[src/rtl/rbc_pkg.sv]
package rbc_pkg;

    localparam int unsigned DEF_CHAINS = 2;
    localparam int unsigned DEF_OUTS   = 1;
    localparam int unsigned DEF_DEPTH  = 5;
    // chain 0 in the low bits, chain 1 above it
    localparam logic [DEF_CHAINS*DEF_OUTS*DEF_DEPTH-1:0] DEF_TAPS = 10'b11100_01011;

    typedef struct packed {
        logic step;   // an enabled shift cycle
        logic last;   // enabled cycle that closes the block
    } phase_t;

    function automatic int unsigned cnt_width(input int unsigned n);
        return (n < 2) ? 1 : $clog2(n);
    endfunction

endpackage

[src/rtl/rbc_phase_ctr.sv]
module rbc_phase_ctr
    import rbc_pkg::*;
#(
    parameter int unsigned DEPTH = DEF_DEPTH
) (
    input  logic   clk,
    input  logic   rst,
    input  logic   shift_en,
    output phase_t phase
);
    localparam int unsigned CW = cnt_width(DEPTH);
    localparam logic [CW-1:0] LAST = CW'(DEPTH - 1);

    logic [CW-1:0] cnt_q;

    always_ff @(posedge clk) begin
        if (rst) begin
            cnt_q <= '0;
        end else if (shift_en) begin
            cnt_q <= (cnt_q == LAST) ? '0 : cnt_q + CW'(1);
        end
    end

    always_comb begin
        phase.step = shift_en;
        phase.last = shift_en && (cnt_q == LAST);
    end
endmodule

[src/rtl/rbc_xor_net.sv]
module rbc_xor_net #(
    parameter int unsigned N_CHAINS = 2,
    parameter int unsigned W        = 5,
    parameter logic [N_CHAINS*W-1:0] TAPS = '0
) (
    input  logic [W-1:0]        comp_q,
    input  logic [N_CHAINS-1:0] bits,
    output logic [W-1:0]        comp_nxt
);
    logic [W-1:0] acc [N_CHAINS+1];

    generate
        if (W > 1) begin : g_rot
            assign acc[0] = {comp_q[0], comp_q[W-1:1]};
        end else begin : g_norot
            assign acc[0] = comp_q;
        end
        for (genvar c = 0; c < N_CHAINS; c++) begin : g_chain
            assign acc[c+1] = acc[c] ^ ({W{bits[c]}} & TAPS[c*W +: W]);
        end
    endgenerate

    assign comp_nxt = acc[N_CHAINS];
endmodule

[src/rtl/rbc_shadow.sv]
module rbc_shadow
    import rbc_pkg::*;
#(
    parameter int unsigned N_OUTS = DEF_OUTS,
    parameter int unsigned DEPTH  = DEF_DEPTH,
    localparam int unsigned W     = N_OUTS * DEPTH
) (
    input  logic              clk,
    input  logic              rst,
    input  phase_t            phase,
    input  logic [W-1:0]      sig_in,
    output logic [N_OUTS-1:0] ser_out
);
    logic [W-1:0] sh_q;
    logic [W-1:0] sh_shift;

    generate
        if (DEPTH > 1) begin : g_shift
            assign sh_shift = {{N_OUTS{1'b0}}, sh_q[W-1:N_OUTS]};
        end else begin : g_single
            assign sh_shift = '0;
        end
    endgenerate

    always_ff @(posedge clk) begin
        if (rst) begin
            sh_q <= '0;
        end else if (phase.last) begin
            sh_q <= sig_in;
        end else if (phase.step) begin
            sh_q <= sh_shift;
        end
    end

    assign ser_out = sh_q[N_OUTS-1:0];
endmodule

[src/rtl/rot_block_compactor.sv]
module rot_block_compactor
    import rbc_pkg::*;
#(
    parameter int unsigned N_CHAINS = DEF_CHAINS,
    parameter int unsigned N_OUTS   = DEF_OUTS,
    parameter int unsigned DEPTH    = DEF_DEPTH,
    parameter logic [N_CHAINS*N_OUTS*DEPTH-1:0] TAPS = DEF_TAPS
) (
    input  logic                clk,
    input  logic                rst,
    input  logic                shift_en,
    input  logic [N_CHAINS-1:0] chain_bits,
    output logic [N_OUTS-1:0]   tester_out,
    output logic                block_valid
);
    localparam int unsigned W = N_OUTS * DEPTH;

    phase_t       phase;
    logic [W-1:0] comp_q;
    logic [W-1:0] comp_nxt;

    rbc_phase_ctr #(.DEPTH(DEPTH)) phase_i (
        .clk      (clk),
        .rst      (rst),
        .shift_en (shift_en),
        .phase    (phase)
    );

    rbc_xor_net #(.N_CHAINS(N_CHAINS), .W(W), .TAPS(TAPS)) xor_i (
        .comp_q   (comp_q),
        .bits     (chain_bits),
        .comp_nxt (comp_nxt)
    );

    always_ff @(posedge clk) begin
        if (rst) begin
            comp_q <= '0;
        end else if (phase.last) begin
            comp_q <= '0;
        end else if (phase.step) begin
            comp_q <= comp_nxt;
        end
    end

    rbc_shadow #(.N_OUTS(N_OUTS), .DEPTH(DEPTH)) shadow_i (
        .clk     (clk),
        .rst     (rst),
        .phase   (phase),
        .sig_in  (comp_nxt),
        .ser_out (tester_out)
    );

    assign block_valid = phase.last;
endmodule

[config.mk]
export PLATFORM = sky130hd
export DESIGN_NAME = rot_block_compactor
export DESIGN_NICKNAME = d
export VERILOG_FILES = /design/src/rtl/rbc_pkg.sv /design/src/rtl/rbc_phase_ctr.sv /design/src/rtl/rbc_xor_net.sv /design/src/rtl/rbc_shadow.sv /design/src/rtl/rot_block_compactor.sv
export SDC_FILE = /design/constraint.sdc
export NUM_CORES = 1
export LEC_CHECK = 0
export ABC_AREA = 1
export CORE_UTILIZATION = 36
export CTS_CLUSTER_DIAMETER = 30
export DETAILED_ROUTE_END_ITERATION = 7
export MAX_ROUTING_LAYER = met4
export PLACE_DENSITY = 0.61
export RECOVER_POWER = 25
export SKIP_LAST_GASP = 1
export SYNTH_ARGS = -nofsm -noshare
export SYNTH_HDL_FRONTEND = slang
export SYNTH_SLANG_ARGS = --single-unit
[constraint.sdc]
create_clock -name clk -period 3.1 [get_ports clk]
set_input_delay 0.62 -clock clk [delete_from_list [all_inputs] [get_ports clk]]
set_output_delay 0.62 -clock clk [all_outputs]
set_load 0.03 [all_outputs]
# Yosys cells after proc, flatten, opt, wreduce, memory -nomap -nowiden
# Index checks and enable logic that the tools add are counted.
# totals
output_inout_bits	2
regBits	13
inputBits	5
# classes
bitwise_logic	2
eq_ne	1
reduce_logical	3
mux	3
addsub	1
# ops
cell	count
5-bit 2-to-1 mux	2
5-bit by 4-bit bitwise XOR with 5-bit output	1
5-bit bitwise XOR	1
3-bit by 1-bit adder with 3-bit output (second input constant)	1
3-bit == test (second input constant)	1
3-bit 2-to-1 mux	1
2-bit nonzero test	1
2-bit OR reduction	1
1-bit logical AND	1

# Logic depth before layout (Yosys ltp)
# logic_depth
ltp_word	3
mapped_depth	8
ltp_nobuf	8

# Cells and area by module
# From an unflattened synthesis, not the netlist that was laid out.
# unflattened
cells_unflattened	108
area_unflattened_um2	696.9
# by_module_without_submodules
module	area_per_inst_um2	n_inst	cells_each	seq_area_each_um2
rbc_shadow	231.5	1	37	100.1
rot_block_compactor	216.5	1	32	100.1
rbc_phase_ctr	176.4	1	26	60.1
rbc_xor_net	72.6	1	13	0.0

# Worst setup path after synthesis
# No wires, ideal clock.
# synth_path
kind	in2out
startpoint	in shift_en
endpoint	out block_valid
slack_ns	1.504
cell_stages	3
required_time_ns	2.480
t_arrival_ns	0.976
n_path_buf	1
cell_sequence	buf_4 > nand3_4 > clkinv_4
# synth_via
elab_chain_cells	1
# synth_rtl
item	line	rtl
start, declared	rot_block_compactor.sv:11	input logic shift_en,
1-bit logical AND	rbc_phase_ctr.sv:26	phase.last = shift_en && (cnt_q == LAST);
end, declared	rot_block_compactor.sv:14	output logic block_valid
# Every way passes these cells.

# Final worst setup path
# Same ends and word-level chain as after synthesis.

==> metrics.cfg <==
[worst_setup_path]
path_buf_inv = 3
cp.arrival_ps = 2110
cp_slowest_cell = clkdlybuf4s50_1
cp_max_fo = 6
critPathLaunch = shift_en
critPathTopFamily = buffers and inverters
critPathKind = primary input to primary output
crit_chain = dlygate4sd3_1 > nand3_4 > clkinv_4 > clkdlybuf4s50_1
start_kind = primary input
crit_path_end_kind = primary output
rr_startpoint = phase_i.cnt_q[0]
slowest_delay_ps = 660
crit_required_ps = 2480

[timing]
tightest_slew_ps = 637
setup_tns_ps = 0
hold_viol = 0
finalSetupViolCount = 0
maxSlewViolCount = 0
rsz0062_at_grt = false
slew_headroom_pct = 57.5
finalCriticalPeriod_ps = 2730
fmax_mhz = 367
fin_crit_sh_pct = 87.9
skew_ps = 1.40

[power_and_ir_drop]
cellPowerDensity_mw_per_mm2 = 435
irDropWorstVdd_mv = 0.218
power_leakage_nw = 0.375

[synth]
ys_warn_count = 0
syn_nets = 108
ys_seq_elements = 13
synth_cell_types = 15
syn_area_per_cell_sq_um = 6.69
syn_area_sq_um = 676
synth_seq_area_share_pct = 38.5
syn_inst = 101

[clock_tree]
clock_latency_ps = 260
cts_resized = 0
cts-hold-fix-buffers = 0
tritoncts = built
cts.htree.levels = 1
post_cts_buffers = 0
path_clk_slew_ps = 70
clock_sinks = 13
cts-buffers-inserted = 3
ctsRootBufferMaster = clkbuf_4
clockBufferDepth = 2

[placed_design]
place_congestion = 0.743
dp_hpwl_um = 869
port-buffer-count = 6

[route]
vias = 587
antenna_left = 0
avgViaCountPerCell = 4.35
drtPass1Iterations = 4
wl_per_cell_um = 8.23
drc = 0
drtIter0Drc = 17
routed_wl_mm = 1.11

[cells_and_area]
final_cell_mix = nand2_1, inv_1, dfxtp_1, nor2_1, a21oi_1
final_common_cell = nand2_1
utilization_pct = 44.8
diodes = 0
synthToLayoutAreaGrowth_pct = 15.7
drive_gt1_share_pct = 7.27
fin_nets = 118
fillCellCount = 188

[floorplanning]
die_w_um = 45.3
initial_core_util_pct = 38.7
die_y_um = 45.3
placementRows = 15
dieArea_sq_mm = 0.00205
num_io_pins = 7
core-area_sq_mm = 0.00175

[grt]
gr-total-overflow = 0
grt_usage_pct = 13.4
antenna_found_initial = 0
grt_pass1_vias = 467
grt_max_degree = 16
grt_pass1_wl_mm = 1.87

[worst_hold_path]
hp-start = shadow_i.sh_q[4]
hold_path_class = flop to flop

[job]
maxCapViolations = 0

[status]
status = completed

==> worst min-delay path, delay by kind of cell (launching register included) <==
kind             cells  cell delay [ps]
AO/OA/AOI/OAI        1               50
flip-flops           1              310
AND/OR/NAND/NOR      1               60
==> state kept, by name (all words and copies together), names as in the netlist <==
name,cells
comp_q,5
shadow_i.sh_q,5
phase_i.cnt_q,3
==> worst paths after layout <==
path	to	slack [ps]	cells after the start
worst max register to register	shadow_i.sh_q[2]	1870	8
worst max-delay path	block_valid	370	4
worst min-delay path	shadow_i.sh_q[4]	470	2
worst min register to register	shadow_i.sh_q[4]	470	2
==> metal layers <==
| metal | vias to the layer above | wire length (um) | global-route usage [%] |
|---|---|---|---|
| li1 | 321 | - | - |
| met1 | 254 | 589 | 16.8 |
| met2 | 10 | 466 | 19.4 |
| met3 | 2 | 41 | 2.40 |
| met4 | 0 | 13 | 9.09 |
| met5 | - | 0 | - |
==> logic make-up after synthesis <==
| group | Yosys count | share of synthesized area [%] |
|---|---|---|
| AND/OR/NAND/NOR | 54 | 34.3 |
| buffers and inverters | 20 | 13.0 |
| flip-flops | 13 | 38.5 |
| AO/OA/AOI/OAI | 9 | 6.67 |
| XOR/XNOR | 3 | 3.89 |
| adder cells (fa/ha/maj) | 2 | 3.70 |
==> report_power, final <==
part,internal (W),total [W],switching [W]
combinational,0.0000234,0.0000570,0.0000335
clock,0.0000497,0.0000990,0.0000493
sequential,0.000178,0.000184,0.00000657
total,0.000251,0.000340,0.0000894
==> layout make-up <==
class                      instances  area [sq um]  share of cell area (%)
clock buffer                       4          26.3                    3.36
multi-input combinational         68           328                    41.9
tap                               25          31.3                    4.00
timing repair buffer               7          63.8                    8.16
inverter                          18          72.6                    9.28
sequential                        13           260                    33.3
==> synthesized netlist by cell type <==
cell | count | area [sq um]
nand2_1 | 38 | 143
inv_1 | 15 | 56.3
dfxtp_1 | 13 | 260
a21oi_1 | 8 | 40.0
nor2_1 | 8 | 30.0
nand3_1 | 6 | 30.0
buf_4 | 2 | 15.0
ha_1 | 2 | 25.0
inv_2 | 2 | 7.51
xor2_1 | 2 | 17.5
clkinv_4 | 1 | 8.76
nand2_4 | 1 | 11.3
nand3_4 | 1 | 17.5
o21ai_0 | 1 | 5.00
xnor2_1 | 1 | 8.76
==> stage by stage <==
stage / setup WS, ps / power (W) / hold WS [ps] / instance area (sq um) / std cells
2_1_floorplan: 1500 / 0.000230 / 438 / 676 / 101
3_3_place_gp: 443 / 0.000246 / 456 / 759 / 131
3_5_place_dp: 437 / 0.000247 / 460 / 759 / 131
4_1_cts: 437 / 0.000348 / 472 / 786 / 135
5_1_grt: 316 / 0.000362 / 487 / 782 / 135
6_report: 374 / 0.000340 / 469 / 782 / 135
(Power assumes the default switching activity.)
